### src/rtl/dtg_pkg.sv
package dtg_pkg;

  typedef enum logic [2:0] {
    LV_DATA  = 3'd0,
    LV_BLANK = 3'd1,
    LV_PULSE = 3'd2,
    LV_POS   = 3'd3,
    LV_NEG   = 3'd4
  } lvl_sel_e;

endpackage

### src/rtl/dtg_ref_sel.sv
module dtg_ref_sel (
  input  logic clk,
  input  logic rst_n,
  input  logic ref_sel,
  input  logic href_in,
  input  logic vref_in,
  input  logic fref_in,
  input  logic emb_hflag,
  input  logic emb_vflag,
  input  logic emb_fflag,
  output logic h_edge,
  output logic v_edge,
  output logic field_o
);

  logic h_s, v_s, f_s;
  logic h_q, v_q, field_q;
  logic h_d, v_d, field_d;

  always_comb begin
    h_s     = ref_sel ? emb_hflag : href_in;
    v_s     = ref_sel ? emb_vflag : vref_in;
    f_s     = ref_sel ? emb_fflag : fref_in;
    h_edge  = h_s & ~h_q;
    v_edge  = v_s & ~v_q;
    h_d     = h_s;
    v_d     = v_s;
    field_d = v_edge ? f_s : field_q;
  end

  always_ff @(posedge clk or negedge rst_n) begin
    if (!rst_n) begin
      h_q     <= 1'b0;
      v_q     <= 1'b0;
      field_q <= 1'b0;
    end else begin
      h_q     <= h_d;
      v_q     <= v_d;
      field_q <= field_d;
    end
  end

  assign field_o = field_q;

  // field flag taken on the vertical edge
  p_field_capture_r4: assert property (@(posedge clk) disable iff (!rst_n)
    v_edge |=> (field_q == $past(f_s)));

endmodule

### src/rtl/dtg_counters.sv
module dtg_counters #(
  parameter int CW = 12
) (
  input  logic          clk,
  input  logic          rst_n,
  input  logic [CW-1:0] line_len,
  input  logic [CW-1:0] frame_lines,
  input  logic          h_edge,
  input  logic          v_edge,
  output logic [CW-1:0] px,
  output logic [CW-1:0] ln
);

  localparam logic [CW-1:0] C_ONE = CW'(1);

  logic [CW-1:0] px_q, ln_q, px_d, ln_d;
  logic          px_wrap, ln_last, adv;

  always_comb begin
    px_wrap = (px_q == (line_len - C_ONE));
    ln_last = (ln_q == (frame_lines - C_ONE));
    adv     = px_wrap | h_edge;
    px_d    = adv ? '0 : (px_q + C_ONE);
    if (v_edge)       ln_d = '0;
    else if (!adv)    ln_d = ln_q;
    else if (ln_last) ln_d = '0;
    else              ln_d = ln_q + C_ONE;
  end

  always_ff @(posedge clk or negedge rst_n) begin
    if (!rst_n) begin
      px_q <= '0;
      ln_q <= '0;
    end else begin
      px_q <= px_d;
      ln_q <= ln_d;
    end
  end

  assign px = px_q;
  assign ln = ln_q;

  // pixel counter returns to zero after the last pixel
  p_px_wrap_r2: assert property (@(posedge clk) disable iff (!rst_n)
    (px_q == (line_len - C_ONE)) |=> (px_q == '0));

  // horizontal reference edge restarts the line
  p_href_lock_r3: assert property (@(posedge clk) disable iff (!rst_n)
    h_edge |=> (px_q == '0));

  // vertical reference edge restarts the frame
  p_vref_lock_r4: assert property (@(posedge clk) disable iff (!rst_n)
    v_edge |=> (ln_q == '0));

endmodule

### src/rtl/dtg_region.sv
module dtg_region
  import dtg_pkg::*;
#(
  parameter int CW = 12
) (
  input  logic          hd_mode,
  input  logic [CW-1:0] px,
  input  logic [CW-1:0] ln,
  input  logic [CW-1:0] line_len,
  input  logic [CW-1:0] act_h_start,
  input  logic [CW-1:0] act_h_end,
  input  logic [CW-1:0] act_v_start,
  input  logic [CW-1:0] act_v_end,
  input  logic [CW-1:0] hs_neg_start,
  input  logic [CW-1:0] hs_neg_end,
  input  logic [CW-1:0] hs_pos_end,
  input  logic [CW-1:0] eq_width,
  input  logic [CW-1:0] serr_width,
  input  logic [CW-1:0] brd_start,
  input  logic [CW-1:0] brd_end,
  input  logic [CW-1:0] eq_pre_start,
  input  logic [CW-1:0] vs_start,
  input  logic [CW-1:0] vs_end,
  input  logic [CW-1:0] eq_post_end,
  output lvl_sel_e      sel,
  output logic          active
);

  logic [CW-1:0] half;
  logic [CW:0]   half_eq_end;
  logic [CW-1:0] serr_a_end, serr_b_end;
  logic          in_pre, in_post, vs_line, eq_line, sd_shape;
  logic          hs_neg, hs_pos, eq_pulse, serr_pulse, brd_pulse, pulse;
  logic          neg, pos, h_win, v_win;

  always_comb begin
    half        = {1'b0, line_len[CW-1:1]};
    half_eq_end = {1'b0, half} + {1'b0, eq_width};
    serr_a_end  = half - serr_width;
    serr_b_end  = line_len - serr_width;

    in_pre   = (ln >= eq_pre_start) && (ln < vs_start);
    in_post  = (ln >= vs_end) && (ln < eq_post_end);
    vs_line  = (ln >= vs_start) && (ln < vs_end);
    eq_line  = in_pre || in_post;
    sd_shape = !hd_mode && (eq_line || vs_line);

    hs_neg     = (px >= hs_neg_start) && (px < hs_neg_end);
    hs_pos     = (px >= hs_neg_end) && (px < hs_pos_end);
    eq_pulse   = (px < eq_width) ||
                 ((px >= half) && ({1'b0, px} < half_eq_end));
    serr_pulse = (px < serr_a_end) || ((px >= half) && (px < serr_b_end));
    brd_pulse  = (px >= brd_start) && (px < brd_end);

    if (hd_mode) pulse = vs_line && brd_pulse;
    else         pulse = (eq_line && eq_pulse) || (vs_line && serr_pulse);

    neg = hs_neg && !sd_shape;
    pos = hs_pos && !sd_shape;

    h_win  = (px >= act_h_start) && (px < act_h_end);
    v_win  = (ln >= act_v_start) && (ln < act_v_end);
    active = h_win && v_win;

    if (neg)          sel = LV_NEG;
    else if (pos)     sel = LV_POS;
    else if (pulse)   sel = LV_PULSE;
    else if (!active) sel = LV_BLANK;
    else              sel = LV_DATA;
  end

endmodule

### src/rtl/dtg_level_mux.sv
module dtg_level_mux
  import dtg_pkg::*;
#(
  parameter int CW  = 12,
  parameter int DW  = 10,
  parameter int NCH = 3
) (
  input  logic              clk,
  input  logic              rst_n,
  input  lvl_sel_e          sel,
  input  logic              active_in,
  input  logic [CW-1:0]     px_in,
  input  logic [CW-1:0]     ln_in,
  input  logic [NCH*DW-1:0] lvl_neg,
  input  logic [NCH*DW-1:0] lvl_pos,
  input  logic [NCH*DW-1:0] lvl_pulse,
  input  logic [NCH*DW-1:0] lvl_blank,
  input  logic [NCH*DW-1:0] pix_data,
  output logic [NCH*DW-1:0] lvl_o,
  output logic              active_o,
  output logic [CW-1:0]     px_o,
  output logic [CW-1:0]     ln_o
);

  logic [NCH*DW-1:0] lvl_d, lvl_q;
  logic              act_q;
  logic [CW-1:0]     px_q, ln_q;

  for (genvar c = 0; c < NCH; c++) begin : g_ch
    always_comb begin
      unique case (sel)
        LV_NEG:   lvl_d[c*DW +: DW] = lvl_neg[c*DW +: DW];
        LV_POS:   lvl_d[c*DW +: DW] = lvl_pos[c*DW +: DW];
        LV_PULSE: lvl_d[c*DW +: DW] = lvl_pulse[c*DW +: DW];
        LV_BLANK: lvl_d[c*DW +: DW] = lvl_blank[c*DW +: DW];
        default:  lvl_d[c*DW +: DW] = pix_data[c*DW +: DW];
      endcase
    end
  end

  always_ff @(posedge clk or negedge rst_n) begin
    if (!rst_n) begin
      lvl_q <= '0;
      act_q <= 1'b0;
      px_q  <= '0;
      ln_q  <= '0;
    end else begin
      lvl_q <= lvl_d;
      act_q <= active_in;
      px_q  <= px_in;
      ln_q  <= ln_in;
    end
  end

  assign lvl_o    = lvl_q;
  assign active_o = act_q;
  assign px_o     = px_q;
  assign ln_o     = ln_q;

  // negative sync selection reaches the output one clock later
  p_neg_level_r7: assert property (@(posedge clk) disable iff (!rst_n)
    (sel == LV_NEG) |=> (lvl_q == $past(lvl_neg)));

  // blank selection reaches the output one clock later
  p_blank_level_r12: assert property (@(posedge clk) disable iff (!rst_n)
    (sel == LV_BLANK) |=> (lvl_q == $past(lvl_blank)));

  // position outputs follow the counters by one register
  p_pos_align_r13: assert property (@(posedge clk) disable iff (!rst_n)
    1'b1 |=> (px_q == $past(px_in)) && (ln_q == $past(ln_in)));

endmodule

### src/rtl/dtg_top.sv
module dtg_top
  import dtg_pkg::*;
#(
  parameter int CW  = 12,
  parameter int DW  = 10,
  parameter int NCH = 3
) (
  input  logic              clk,
  input  logic              rst_n,
  input  logic              ref_sel,
  input  logic              hd_mode,
  input  logic              href_in,
  input  logic              vref_in,
  input  logic              fref_in,
  input  logic              emb_hflag,
  input  logic              emb_vflag,
  input  logic              emb_fflag,
  input  logic [CW-1:0]     line_len,
  input  logic [CW-1:0]     frame_lines,
  input  logic [CW-1:0]     act_h_start,
  input  logic [CW-1:0]     act_h_end,
  input  logic [CW-1:0]     act_v_start,
  input  logic [CW-1:0]     act_v_end,
  input  logic [CW-1:0]     hs_neg_start,
  input  logic [CW-1:0]     hs_neg_end,
  input  logic [CW-1:0]     hs_pos_end,
  input  logic [CW-1:0]     eq_width,
  input  logic [CW-1:0]     serr_width,
  input  logic [CW-1:0]     brd_start,
  input  logic [CW-1:0]     brd_end,
  input  logic [CW-1:0]     eq_pre_start,
  input  logic [CW-1:0]     vs_start,
  input  logic [CW-1:0]     vs_end,
  input  logic [CW-1:0]     eq_post_end,
  input  logic [NCH*DW-1:0] lvl_neg,
  input  logic [NCH*DW-1:0] lvl_pos,
  input  logic [NCH*DW-1:0] lvl_pulse,
  input  logic [NCH*DW-1:0] lvl_blank,
  input  logic [NCH*DW-1:0] pix_data,
  output logic [NCH*DW-1:0] lvl_out,
  output logic              active_out,
  output logic [CW-1:0]     px_out,
  output logic [CW-1:0]     ln_out,
  output logic              field_out
);

  logic [1:0]    rsync_q;
  logic          rst_i;
  logic          h_edge, v_edge;
  logic [CW-1:0] px, ln;
  lvl_sel_e      sel;
  logic          active;

  // asynchronous assertion, synchronous release
  always_ff @(posedge clk or negedge rst_n) begin
    if (!rst_n) rsync_q <= 2'b00;
    else        rsync_q <= {rsync_q[0], 1'b1};
  end
  assign rst_i = rsync_q[1];

  dtg_ref_sel u_ref (
    .clk       (clk),
    .rst_n     (rst_i),
    .ref_sel   (ref_sel),
    .href_in   (href_in),
    .vref_in   (vref_in),
    .fref_in   (fref_in),
    .emb_hflag (emb_hflag),
    .emb_vflag (emb_vflag),
    .emb_fflag (emb_fflag),
    .h_edge    (h_edge),
    .v_edge    (v_edge),
    .field_o   (field_out)
  );

  dtg_counters #(.CW(CW)) u_cnt (
    .clk         (clk),
    .rst_n       (rst_i),
    .line_len    (line_len),
    .frame_lines (frame_lines),
    .h_edge      (h_edge),
    .v_edge      (v_edge),
    .px          (px),
    .ln          (ln)
  );

  dtg_region #(.CW(CW)) u_reg (
    .hd_mode      (hd_mode),
    .px           (px),
    .ln           (ln),
    .line_len     (line_len),
    .act_h_start  (act_h_start),
    .act_h_end    (act_h_end),
    .act_v_start  (act_v_start),
    .act_v_end    (act_v_end),
    .hs_neg_start (hs_neg_start),
    .hs_neg_end   (hs_neg_end),
    .hs_pos_end   (hs_pos_end),
    .eq_width     (eq_width),
    .serr_width   (serr_width),
    .brd_start    (brd_start),
    .brd_end      (brd_end),
    .eq_pre_start (eq_pre_start),
    .vs_start     (vs_start),
    .vs_end       (vs_end),
    .eq_post_end  (eq_post_end),
    .sel          (sel),
    .active       (active)
  );

  dtg_level_mux #(.CW(CW), .DW(DW), .NCH(NCH)) u_mux (
    .clk       (clk),
    .rst_n     (rst_i),
    .sel       (sel),
    .active_in (active),
    .px_in     (px),
    .ln_in     (ln),
    .lvl_neg   (lvl_neg),
    .lvl_pos   (lvl_pos),
    .lvl_pulse (lvl_pulse),
    .lvl_blank (lvl_blank),
    .pix_data  (pix_data),
    .lvl_o     (lvl_out),
    .active_o  (active_out),
    .px_o      (px_out),
    .ln_o      (ln_out)
  );

  // active flag never raised on a line outside the vertical window
  p_active_vwin_r6: assert property (@(posedge clk) disable iff (!rst_i)
    active_out |-> (ln_out >= act_v_start) && (ln_out < act_v_end));

endmodule

### config.mk
export PLATFORM = sky130hd
export DESIGN_NAME = dtg_top
export DESIGN_NICKNAME = d
export VERILOG_FILES = /design/src/rtl/dtg_pkg.sv /design/src/rtl/dtg_ref_sel.sv /design/src/rtl/dtg_counters.sv /design/src/rtl/dtg_region.sv /design/src/rtl/dtg_level_mux.sv /design/src/rtl/dtg_top.sv
export SDC_FILE = /design/constraint.sdc
export NUM_CORES = 1
export LEC_CHECK = 0
export BUFFER_PORTS_ARGS = -buffer_cell sky130_fd_sc_hd__clkbuf_2
export CAP_MARGIN = 20
export CORE_AREA = 2 2 165 167
export DETAILED_ROUTE_END_ITERATION = 10
export DIE_AREA = 0 0 167 169
export PLACE_DENSITY = 0.71
export SLEW_MARGIN = 30
export SYNTH_ARGS = -nofsm -noshare
export SYNTH_HDL_FRONTEND = slang
export SYNTH_SLANG_ARGS = --single-unit
### constraint.sdc
create_clock -name clk -period 3.7 [get_ports clk]
set_clock_uncertainty 0.2 [all_clocks]
set_input_delay 0.74 -clock clk [delete_from_list [all_inputs] [get_ports clk]]
set_output_delay 0.74 -clock clk [all_outputs]
set_load 0.05 [all_outputs]
# Word level (Yosys, flattened, before mapping)
# Cells that the tools add are included.
# totals
reg_bits,84
out_inout_bits,56
# op_classes
n_mux,15
reduce_logical,25
magnitude_cmp,21
add_sub_neg,7
bitwise_logic,5
eq_ne,6
# op_table
op,n
12-bit less-than comparator,11
10-bit case mux with 4 select lines,3
12-bit greater-or-equal comparator,8
12-bit 2-to-1 mux,4
12-bit by 1-bit adder with 12-bit output (second input constant),2
12-bit == test,2
12-bit by 1-bit subtractor with 12-bit output (second input constant),2
1-bit logical AND,17
11-bit by 12-bit adder with 13-bit output,1
12-bit by 13-bit less-than comparator with 1-bit output,1
12-bit by 11-bit greater-or-equal comparator with 1-bit output,1
11-bit by 12-bit subtractor with 12-bit output,1
12-bit subtractor,1
3-bit 2-to-1 mux,3
3-bit by 2-bit == test with 1-bit output (second input constant),2
1-bit logical OR,5
1-bit 2-to-1 mux,5
3-bit by 1-bit == test with 1-bit output (second input constant),1
3-bit == test (second input constant),1
1-bit bitwise AND,2
1-bit logical NOT,2
1-bit inverter,2
2-bit nonzero test,1
1-bit OR,1

# Logic depth before layout (Yosys ltp)
# Gate-level depths: netlist (run 1).
# logic_depth
depth_word,12
ltp_mapped,22
ltp_nobuf,21

# Modules after synthesis
# From an unflattened synthesis (run 1), not the netlist that was laid out.
# unflattened
cells_unflattened,1369
area_unflattened_um2,11323.4
# by_module_without_submodules
mod,area_each_um2,cells_per_inst,n_inst,seq_area_each_um2
dtg_region,6333.6,854,1,0.0
dtg_level_mux,2835.2,272,1,1376.3
dtg_counters,1953.1,231,1,600.6
dtg_ref_sel,147.6,9,1,75.1
dtg_top,53.8,3,1,50.0

# Worst setup path before layout (run 1)
# Ideal clock, no wire load.
# synth_path
path_kind,input to register
start,input port line_len[0]
end,register u_mux.lvl_q[0] (netlist: u_mux.lvl_o[0])
cell_stages,21
n_path_buf,1
setup_slack_ns,-1.071
t_arrival_ns,4.445
path_cell_list,inv_1 ha_1 inv_1 fa_1 a21o_1 a21oi_1 o21bai_1 a21oi_1 o21bai_1 a21oi_1 o21bai_1 a21oi_1 xor2_1 ha_1 a21o_1 a221oi_1 a2111oi_0 o22ai_1 clkbuf_1 a21oi_1 o32a_1
# synth_between
elab_chain_cells,12
word_cells_on_any_way,15
# synth_lines
element,line,rtl
start: declaration,dtg_top.sv:18,"input logic [CW-1:0] line_len,"
12-bit subtractor *,dtg_region.sv:40,serr_b_end = line_len - serr_width;
12-bit less-than comparator *,dtg_region.sv:52,serr_pulse = (px < serr_a_end) || ((px >= half) && (px < serr_b_end));
1-bit logical AND *,dtg_region.sv:52,
1-bit logical OR *,dtg_region.sv:52,
1-bit logical AND *,dtg_region.sv:56,else pulse = (eq_line && eq_pulse) || (vs_line && serr_pulse);
1-bit logical OR *,dtg_region.sv:56,
1-bit 2-to-1 mux *,dtg_region.sv:55,if (hd_mode) pulse = vs_line && brd_pulse;
3-bit 2-to-1 mux *,dtg_region.sv:67,else if (pulse) sel = LV_PULSE;
3-bit 2-to-1 mux *,dtg_region.sv:66,else if (pos) sel = LV_POS;
3-bit 2-to-1 mux *,dtg_region.sv:65,if (neg) sel = LV_NEG;
3-bit by 1-bit == test with 1-bit output (tied with other cells),dtg_level_mux.sv:31,unique case (sel)
10-bit case mux with 4 select lines *,dtg_level_mux.sv:31,
via u_mux.lvl_d[0],dtg_level_mux.sv:25,"logic [NCH*DW-1:0] lvl_d, lvl_q;"
end signal: assignment,dtg_level_mux.sv:48,lvl_q <= lvl_d;
end: declaration,dtg_level_mux.sv:25,
# Mark *: on every way through the listed nets, which the timed path passes. The rest lies on a longest branch.
# A chain may end at the register's enable or synchronous reset.

# Final worst setup path (run 1)
# layout_path
start,input port serr_width[1]
end,register u_mux.lvl_q[3] (netlist: u_mux.lvl_o[3])
# layout_between
elab_chain_cells,12
word_cells_on_any_way,17
# layout_lines
element,line,rtl
start: declaration,dtg_top.sv:28,"input logic [CW-1:0] serr_width,"
12-bit subtractor,dtg_region.sv:40,
12-bit less-than comparator,dtg_region.sv:52,
1-bit logical AND,dtg_region.sv:52,
1-bit logical OR *,dtg_region.sv:52,
1-bit logical AND *,dtg_region.sv:56,
1-bit logical OR *,dtg_region.sv:56,
1-bit 2-to-1 mux *,dtg_region.sv:55,
3-bit 2-to-1 mux *,dtg_region.sv:67,
3-bit 2-to-1 mux *,dtg_region.sv:66,
3-bit 2-to-1 mux *,dtg_region.sv:65,
3-bit by 1-bit == test with 1-bit output (tied with other cells),dtg_level_mux.sv:31,
10-bit case mux with 4 select lines *,dtg_level_mux.sv:31,
via u_mux.lvl_d[3],dtg_level_mux.sv:25,
# Marked as above.

==> flow_summary.ini, run 1 <==
[floorplan]
initial_core_util = 0.427
design.portCount = 420
die_y_um = 169
fp-row-count = 60
design.die.area_mm2 = 0.0282
die_x_um = 167
core_area_mm2 = 0.0265

[yosys]
syn_inst = 1349
ys_top_cells_by_area = sky130_fd_sc_hd__ha_1 27%, sky130_fd_sc_hd__dfrtp_1 19%, sky130_fd_sc_hd__inv_1 6.7%, sky130_fd_sc_hd__a21oi_1 4.6%, sky130_fd_sc_hd__o211ai_2 3.3%
ys.warnings.count = 0
syn-num-nets = 1959
synth_top_cells_by_count = 243 x sky130_fd_sc_hd__ha_1, 203 x sky130_fd_sc_hd__inv_1, 103 x sky130_fd_sc_hd__a21oi_1, 89 x sky130_fd_sc_hd__nor2_1, 84 x sky130_fd_sc_hd__dfrtp_1
synth.top_cell.area_share = 0.269
synth_largest_area_cell = sky130_fd_sc_hd__ha_1
synthesis.area_mm2 = 0.0113
yosysMostFrequentCell = sky130_fd_sc_hd__ha_1
postSynth.asyncResetShare = 1.00
synth_enable_flop_cells = 0
post_synth.cell_area_avg_um2 = 8.39
synth_cell_types = 70
postSynthRegisterBits = 84
synth_ff_type = sky130_fd_sc_hd__dfrtp_1
synth.yosys.seq_area_share = 0.186

[grt]
grt_pass1_wl_mm = 64.2
grt_pass1_vias = 12400
initial_antenna_violation_count = 4
grt.overflow.total = 0
maximum_number_of_pins_on_one_net_before_global_route_repair = 41
grtUsageTotal = 0.285

[routing]
residual_drc_count = 0
avgRoutedWirePerCell_um = 18.7
final_routed_wirelength_across_all_metal_layers_mm = 42.0
drt_pass1_iterations = 5
detailedRoute.firstIterationViolations = 1055
vias = 12500
postRouteAntennaNets = 0
avgViaCountPerCell = 5.58

[power]
peakVddDrop_mv = 0.234
total_leakage_power_nw = 8.80
power-per-cell-area_mw_per_mm2 = 257
design_power_total_mw = 4.02

[sta]
setup_repair_after_global_routing_missed_its_margin = yes
final.period_utilization = 1.22
finalMaxSlewViolations = 0
final_worst_slack_ps = -832
relSlewSlack = 0.545
finalSetupViolCount = 30
timing_worst_slew_pin_value_ps = 680
min_period_ps = 4530
achievable-frequency_mhz = 221
timing_hold_violations_final = 0

[clocking]
cts_inserted_buffers = 9
clk_pin_slew_worst_paths_ps = 80
clk_root_buffer_cell = sky130_fd_sc_hd__clkbuf_16
clockBufferDepth = 2
htree_levels = 3
cts_sinks = 84
clock_insertion_delay_worst_skew_ps = 350
clock_tree_from_tritoncts = yes

[worst_setup_path]
cp_data_arrival_time_ps = 4560
worstSetupEndpointType = flop
timing.critical_path.fanout_max = 30
r2r_setup_slack_ps = 50
timing.critical_path.from_type = input port
worst-endpoint-required_ps = 3730
critPathKind = input port to flop

[place]
dpl.hpwl_mm = 34.4
gp_congestion = 0.951
place.detailed.instances = 2214
buffer_ports.inserted = 419

[final_layout]
share_of_post_route_cells_with_drive_strength_above_1 = 0.353
layoutNonFillerInstCount = 2239
layout.nets = 2499
area_growth_syn_to_layout_pct = 38.1

[status]
violations_in_the_final_reports = setup timing
run_status = finished, violations left

[hold_path]
hold_class = flop to asynchronous set/reset pin

[flow_run]
maxcap_viol_count = 0
==> stage by stage <==
stage / setup TNS, ps / worst slack, ps / hold slack (ps) / area (µm²) / utilization
detailed placement: -37820 / -1280 / 34.3 / 15100 / 0.570
global route: -29850 / -1040 / 46.1 / 15600 / 0.589
finish: -23990 / -832 / 15.5 / 15600 / 0.589
CTS: -21890 / -747 / 31.1 / 15500 / 0.586
global placement: -34720 / -1200 / 136 / 15100 / 0.568
floorplan: -20060 / -710 / 131 / 11500 / -
==> metal layers <==
metal / global-route usage / vias to the layer above / share of wire
met4: 0.109 / 0 / 0.032
li1: - / 6019 / -
met3: 0.0503 / 99 / 0.068
met2: 0.485 / 510 / 0.48
met5: 0 / - / 0
met1: 0.362 / 5871 / 0.42
==> where the power goes <==
group / internal (mW) / leakage (nW) / switching, mW
clock: 0.606 / 0.164 / 0.437
combinational: 0.855 / 7.56 / 1.06
sequential: 0.990 / 1.08 / 0.0658
==> final timing paths <==
kind	end	cells after the start	from
max in group asynchronous	u_mux.px_o[11]	2	rsync_q[1]
hold / removal	u_mux.lvl_o[6]	0	rsync_q[1]
min in group clk	rsync_q[1]	0	rsync_q[0]
setup reg to reg	u_mux.lvl_o[3]	12	u_cnt.ln[7]
setup / recovery	u_mux.lvl_o[3]	21	serr_width[1]
hold reg to reg	u_mux.lvl_o[6]	0	rsync_q[1]
==> cells in the final DEF (no fill, tap or decap), types with 18 or more instances in the layout <==
cell	count
sky130_fd_sc_hd__ha_1	239
sky130_fd_sc_hd__a21oi_1	91
sky130_fd_sc_hd__xor2_1	29
sky130_fd_sc_hd__nand4_1	19
sky130_fd_sc_hd__buf_4	134
sky130_fd_sc_hd__o32a_1	31
sky130_fd_sc_hd__a22o_1	31
sky130_fd_sc_hd__a21o_1	30
sky130_fd_sc_hd__o21ai_0	55
sky130_fd_sc_hd__xnor2_1	38
sky130_fd_sc_hd__dfrtp_1	83
sky130_fd_sc_hd__nor2_1	87
sky130_fd_sc_hd__nand3_1	26
sky130_fd_sc_hd__inv_1	200
sky130_fd_sc_hd__clkbuf_2	416
sky130_fd_sc_hd__o22ai_1	30
sky130_fd_sc_hd__nor3_1	18
sky130_fd_sc_hd__nand2_1	37
sky130_fd_sc_hd__o211ai_2	30
==> cells by family (layout without fill, tap and decap cells) <==
logic type                 after synthesis  in the layout  synth area share
muxes                                    9              9           0.00807
xor gates and xnor gates                67             67            0.0519
AOI/OAI and AO/OA                      421            421             0.269
buffers and inverters                  248            793            0.0893
adders and majority gates              246            246             0.274
and+or+nand+nor                        273            273             0.122
other                                    1              5          0.000332
DFF                                     84             84             0.186
==> critical path: stages <==
cell and delay [ps]:
sky130_fd_sc_hd__clkbuf_2 110, sky130_fd_sc_hd__clkinvlp_4 100, sky130_fd_sc_hd__buf_6 130, sky130_fd_sc_hd__ha_4 200
sky130_fd_sc_hd__a21o_1 150, sky130_fd_sc_hd__a21o_1 180, sky130_fd_sc_hd__a21oi_1 130, sky130_fd_sc_hd__o21bai_1 110
sky130_fd_sc_hd__a21o_1 210, sky130_fd_sc_hd__a41o_1 220, sky130_fd_sc_hd__o41ai_2 240, sky130_fd_sc_hd__xnor2_1 130
sky130_fd_sc_hd__ha_1 320, sky130_fd_sc_hd__and3_4 180, sky130_fd_sc_hd__a221oi_2 70, sky130_fd_sc_hd__a2111oi_4 480
sky130_fd_sc_hd__o22ai_4 130, sky130_fd_sc_hd__buf_12 160, sky130_fd_sc_hd__a21o_1 200, sky130_fd_sc_hd__buf_12 170
sky130_fd_sc_hd__o32a_1 200
==> repair_timing <==
action | CTS | global route
endpoints found under the setup margin | 30 | 30
gates resized for setup | 18 | 7
buffers inserted | 2 | 2
hold endpoints to repair | 2 | 0
hold buffers | 1 | 0
gates cloned | 0 | 1
pin swaps | 10 | 12
==> state kept, by name (all words and copies together) (netlist names) <==
register        flops
u_mux.lvl_o        30
u_cnt.ln           12
u_cnt.px           12
u_mux.ln_o         12
u_mux.px_o         12
rsync_q             2
u_mux.active_o      1
u_ref.field_o       1
u_ref.h_q           1
u_ref.v_q           1
==> area by class of cell <==
cell class / instances / area (µm²)
fillers: 2402 / 10900
inverters: 203 / 766
repair buffers: 574 / 3520
multi-input cells: 1017 / 8460
clock inverters: 7 / 105
clock buffers: 9 / 225
diodes: 4 / 10.0
well taps: 341 / 427
flip-flops and latches: 84 / 2110
Power figures use the tool's default switching activity.
==> run 2, diff against run 1 <==
- BUFFER_PORTS_ARGS: -buffer_cell sky130_fd_sc_hd__clkbuf_2 -> not set
- CORE_AREA: 2 2 165 167 -> not set
- CORE_MARGIN: not set -> 1.5
- CORE_UTILIZATION: not set -> 30
- DIE_AREA: 0 0 167 169 -> not set
- DONT_BUFFER_PORTS: not set -> 1
- PLACE_DENSITY: 0.71 -> not set
==> run 2 against run 1 <==
The run still ends with setup timing left; final area decreased by 11%; combinational power decreased by 18%; non-clock buffer count decreased by 411; final cell count decreased by 11%; first-iteration DRC count decreased by 43%; sequential share of layout area increased by 1.7 points; maximum frequency increased by 2.5%; critical endpoint is now u_mux.lvl_o[9]; largest power group unchanged.
==> flow_summary.ini, run 2 (synthesized netlist as in run 1, its figures left out) <==
[worst_setup_path]
critical_path.n_buffers_inverters = 4
timing.critical_path.from_type = input port
timing.critical_path.fanout_max = 7
cp_data_arrival_time_ps = 4450
worstSetupEndpointType = flop
critPathKind = input port to flop
slowest_stage = sky130_fd_sc_hd__a2111oi_4
crit_path_max_incr_delay_ps = 480
worst-endpoint-required_ps = 3730
largest_delay_contributor_family_on_the_critical_path = compound AO/OA/AOI/OAI gates
crit_chain = clkinvlp_4 -> buf_6 -> fa_2 -> a21o_1 -> a21oi_2 -> o21bai_1 -> a21oi_2 -> o21bai_1 -> a21oi_2 -> o21bai_1 -> a21oi_1 -> xor2_1 -> ha_1 -> and3_4 -> a221oi_4 -> a2111oi_4 -> o22ai_4 -> buf_6 -> a21o_4 -> clkbuf_16 -> o32a_1

[sta]
setup_total_negative_slack_ps = -21220
min_period_ps = 4420
fin_worst_hold_slack_ps = 89.1
setup_repair_after_global_routing_missed_its_margin = yes
timing_hold_violations_final = 0
finalMaxSlewViolations = 0
timing_worst_slew_pin_value_ps = 763
finalSetupViolCount = 30
final_worst_slack_ps = -720
achievable-frequency_mhz = 226
final.period_utilization = 1.19
relSlewSlack = 0.490

[place]
buffer_ports.inserted = 0
dpl.hpwl_mm = 34.5
gp_congestion = 0.875

[clocking]
clock_tree_from_tritoncts = yes
htree_levels = 3
cts_inserted_buffers = 9
clock_insertion_delay_worst_skew_ps = 350
clk_root_buffer_cell = sky130_fd_sc_hd__clkbuf_16
clockBufferDepth = 2
clk_pin_slew_worst_paths_ps = 70
cts_sinks = 84

[final_layout]
final_util = 0.376
largest_register_ff_count = 30
share_of_post_route_cells_with_drive_strength_above_1 = 0.179
diodes = 0
layout.nets = 2088
mostFrequentLayoutCells = 239 x sky130_fd_sc_hd__ha_1, 199 x sky130_fd_sc_hd__inv_1, 139 x sky130_fd_sc_hd__buf_4
most_common_cell_after_layout_fill_and_taps_aside = sky130_fd_sc_hd__ha_1
area_growth_syn_to_layout_pct = 22.6

[routing]
detailedRoute.firstIterationViolations = 602
avgViaCountPerCell = 5.52
highest-signal-layer = met5
met3_wirelength_mm = 3.10
vias = 11000
postRouteAntennaNets = 0
drt_pass1_iterations = 5
avgRoutedWirePerCell_um = 21.5
routed_met2_length_mm = 20.0
residual_drc_count = 0
routed_length_on_met1_mm = 18.4
final_routed_wirelength_across_all_metal_layers_mm = 42.7

[status]
violations_in_the_final_reports = setup timing
run_status = finished, violations left

[floorplan]
core_area_mm2 = 0.0369
design.portCount = 420
fp-row-count = 70
die_y_um = 197
die_x_um = 197
initial_core_util = 0.307
design.die.area_mm2 = 0.0389

[flow_run]
maxcap_viol_count = 0

[grt]
grt.overflow.total = 0
grt_pass1_wl_mm = 61.9
initial_antenna_violation_count = 3
maximum_number_of_pins_on_one_net_before_global_route_repair = 61
grt_pass1_vias = 10700
grtUsageTotal = 0.210

[power]
peakVddDrop_mv = 0.190
total_leakage_power_nw = 7.12
power-per-cell-area_mw_per_mm2 = 274

[hold_path]
hold_class = flop to asynchronous set/reset pin
## run 2: cell types whose count changed in the layout (fill, tap and decap cells not counted), sizes merged
cell,before,now
diode,4,0
bufinv,2,1
clkbuf,429,14
inv,206,203
clkinv,1,2
buf,153,160
## run 2: timing repair
action	in CTS	in global routing
cloned	4	2
setup buffers	15	0
hold buffers	1	0
endpoints found under the hold margin	2	0
setup endpoints to repair	30	30
resized for setup	24	13
pin swaps	1	8
## run 2: path summary, 6_finish.rpt
check	startpoint	end	slack (ps)	cells past startpoint
max reg2reg	u_cnt.ln[2]	u_mux.lvl_o[18]	-300	12
min reg2reg	rsync_q[1]	u_mux.lvl_o[12]	90	0
max	serr_width[1]	u_mux.lvl_o[9]	-720	21
min in group clk	rsync_q[0]	rsync_q[1]	160	0
min	rsync_q[1]	u_mux.lvl_o[12]	90	0
max in group asynchronous	rsync_q[1]	u_cnt.px[10]	2350	2
## run 2: final cells by class
| cell class | instances | area [µm²] |
|---|---|---|
| well taps | 504 | 631 |
| clock buffers | 12 | 256 |
| multi-input cells | 1017 | 8520 |
| flip-flops and latches | 84 | 2110 |
| clock inverters | 4 | 56.3 |
| repair buffers | 163 | 1540 |
| inverters | 203 | 766 |
| fillers | 3692 | 23000 |
## run 2: metrics by stage
stage	std cells	setup slack, ps	cell area, µm²	power (mW)
floorplan	1349	-710	11500	2.18
global placement	1948	-1080	13100	2.73
detailed placement	1949	-1120	13100	2.79
CTS	1985	-676	13800	3.83
global route	1987	-878	13900	4.06
finish	1987	-720	13900	3.81
## run 2: per-layer routing
| layer | vias to the layer above | GRT usage |
|---|---|---|
| li1 | 5194 | - |
| met4 | 6 | 0.0693 |
| met1 | 5259 | 0.270 |
| met5 | - | 0 |
| met2 | 434 | 0.346 |
| met3 | 67 | 0.0468 |
## run 2: report_power, final
group          total [mW]  switching (mW)  internal (mW)
combinational        1.57           0.818          0.749
clock               0.992           0.425          0.567
sequential           1.25           0.262          0.987
total                3.81            1.51           2.30
==> run 3, diff against run 2 <==
- PLACE_DENSITY: not set -> 0.53
==> run 3 against run 2 <==
The run still ends with setup timing left; register-to-register slack lost 100 ps; die area is the same; final cell count is essentially flat; critical endpoint is now u_mux.lvl_o[10]; sequential power is essentially flat; first-iteration DRC count shrank 7.5%; combinational power shrank 4%; global-route usage is essentially flat; count of clock-buffer cells in the layout shrank 3; sequential share of layout area grew 0.11 points; clock power shrank 8.7%; maximum frequency shrank 0.53%.
==> flow_summary.ini, run 3 (synthesized netlist as in run 1, its figures left out) <==
[status]
run_status = finished, violations left
violations_in_the_final_reports = setup timing

[sta]
min_period_ps = 4440
timing_worst_slew_pin_value_ps = 835
achievable-frequency_mhz = 225
final_worst_slack_ps = -744
relSlewSlack = 0.443
finalMaxSlewViolations = 0
final.period_utilization = 1.20
timing_hold_violations_final = 0
setup_repair_after_global_routing_missed_its_margin = yes
finalSetupViolCount = 30
setup_total_negative_slack_ps = -21150

[floorplan]
fp-row-count = 70
design.portCount = 420
core_area_mm2 = 0.0369
initial_core_util = 0.307
design.die.area_mm2 = 0.0389
die_y_um = 197
die_x_um = 197

[routing]
drt_pass1_iterations = 5
final_routed_wirelength_across_all_metal_layers_mm = 42.4
vias = 10700
avgRoutedWirePerCell_um = 21.3
postRouteAntennaNets = 0
residual_drc_count = 0
detailedRoute.firstIterationViolations = 557
avgViaCountPerCell = 5.39

[power]
pint_mw = 2.18
total_leakage_power_nw = 7.09
seq_power_share = 0.340
p_sw_frac = 0.404
power_frac_clock = 0.247
power-per-cell-area_mw_per_mm2 = 266
peakVddDrop_mv = 0.201
p_switching_mw = 1.48
comb_power_share = 0.413

[clocking]
htree_levels = 3
clk_pin_slew_worst_paths_ps = 80
cts_inserted_buffers = 9
clock_tree_from_tritoncts = yes
cts_sinks = 84
clock_insertion_delay_worst_skew_ps = 350
clockBufferDepth = 2
clk_root_buffer_cell = sky130_fd_sc_hd__clkbuf_16

[worst_setup_path]
worstSetupEndpointType = flop
rr_startpoint = u_cnt.ln[8]
cp_data_arrival_time_ps = 4480
worstSetupStartpoint = serr_width[1]
timing.critical_path.from_type = input port
worst-endpoint-required_ps = 3740
timing.critical_path.fanout_max = 9
critPathKind = input port to flop

[final_layout]
layout.nets = 2090
area_growth_syn_to_layout_pct = 21.8
share_of_post_route_cells_with_drive_strength_above_1 = 0.173
largest_register_ff_count = 30
final_util = 0.374
most_common_cell_after_layout_fill_and_taps_aside = sky130_fd_sc_hd__ha_1
mostFrequentLayoutCells = 238 x sky130_fd_sc_hd__ha_1, 199 x sky130_fd_sc_hd__inv_1, 139 x sky130_fd_sc_hd__buf_4
fill_cells = 3807
diodes = 0

[grt]
grt.overflow.total = 0
grt_pass1_vias = 10600
grtUsageTotal = 0.210
grt_pass1_wl_mm = 62.4
maximum_number_of_pins_on_one_net_before_global_route_repair = 63
initial_antenna_violation_count = 2

[flow_run]
maxcap_viol_count = 0

[place]
placement_stage_worst_setup_slack_ps = -1200
dpl.hpwl_mm = 34.3
gp_congestion = 0.888
buffer_ports.inserted = 0

[hold_path]
hold_class = flop to asynchronous set/reset pin
[run 3: cell types whose count changed in the layout (fill, tap and decap cells not counted), sizes merged]
cell | previous run | this run
clkinv | 2 | 1
buf | 160 | 163
clkbuf | 14 | 10
clkinvlp | 1 | 3
bufinv | 1 | 0
inv | 203 | 205
[run 3: final cells by class]
type / count / area, µm² / share of cell area
sequential: 84 / 2110 / 0.153
clock inverter: 6 / 48.8 / 0.00354
timing repair buffer: 165 / 1540 / 0.112
multi-input combinational: 1017 / 8460 / 0.614
inverter: 203 / 766 / 0.0556
tap: 504 / 631 / 0.0458
clock buffer: 9 / 225 / 0.0164
[run 3: path summary, 6_finish.rpt]
| kind | to | slack [ps] | depth (start not counted) |
|---|---|---|---|
| max | u_mux.lvl_o[10] | -740 | 20 |
| min | u_mux.lvl_o[25] | 80 | 0 |
| max reg2reg | u_mux.lvl_o[27] | -400 | 13 |
| min reg2reg | u_mux.lvl_o[25] | 80 | 0 |
| max in group asynchronous | u_cnt.px[5] | 2410 | 2 |
| min in group clk | rsync_q[1] | 160 | 0 |
[run 3: stage by stage]
step	hold slack, ps	instance area, µm²	power, mW	instances
floorplan	131	11500	2.18	1349
global placement	140	13200	2.70	1957
detailed placement	114	13200	2.75	1958
CTS	105	13700	3.70	1985
global route	135	13800	3.96	1988
finish	83.4	13800	3.66	1988
[run 3: power groups by stage]
stage / registers [mW] / clock network, mW / logic [mW]
after floorplan: 1.27 / 0 / 0.911
after global placement: 1.27 / 0 / 1.43
after detailed placement: 1.26 / 0 / 1.49
after CTS: 1.25 / 0.935 / 1.52
after global routing: 1.25 / 0.979 / 1.73
final: 1.24 / 0.906 / 1.51
[run 3: timing repair]
item / 4_1_cts / 5_1_grt
hold buffers: 1 / 0
pin swaps: 6 / 12
hold endpoints to repair: 2 / 0
cloned: 3 / 1
resized for setup: 19 / 5
buffers inserted: 8 / 2
setup endpoints to repair: 30 / 30
[run 3: metal layers]
metal	vias up	global-route usage	wire length, µm
li1	5206	-	-
met1	5097	0.271	18500
met2	367	0.347	19800
met3	48	0.0572	3260
met4	4	0.0498	759
met5	-	0	23
[run 3: worst max-delay path, stage by stage]
cell,delay [ps]
sky130_fd_sc_hd__clkinvlp_4,150
sky130_fd_sc_hd__ha_4,280
sky130_fd_sc_hd__a21o_1,150
sky130_fd_sc_hd__a21o_1,180
sky130_fd_sc_hd__a21oi_2,120
sky130_fd_sc_hd__o21bai_1,90
sky130_fd_sc_hd__a21o_1,200
sky130_fd_sc_hd__a41o_1,200
sky130_fd_sc_hd__o41ai_2,310
sky130_fd_sc_hd__xnor2_1,170
sky130_fd_sc_hd__ha_1,270
sky130_fd_sc_hd__buf_4,150
sky130_fd_sc_hd__a221oi_4,310
sky130_fd_sc_hd__a2111oi_2,110
sky130_fd_sc_hd__buf_4,170
sky130_fd_sc_hd__o22ai_4,150
sky130_fd_sc_hd__buf_12,160
sky130_fd_sc_hd__buf_12,130
sky130_fd_sc_hd__a21oi_1,70
sky130_fd_sc_hd__o32a_1,350
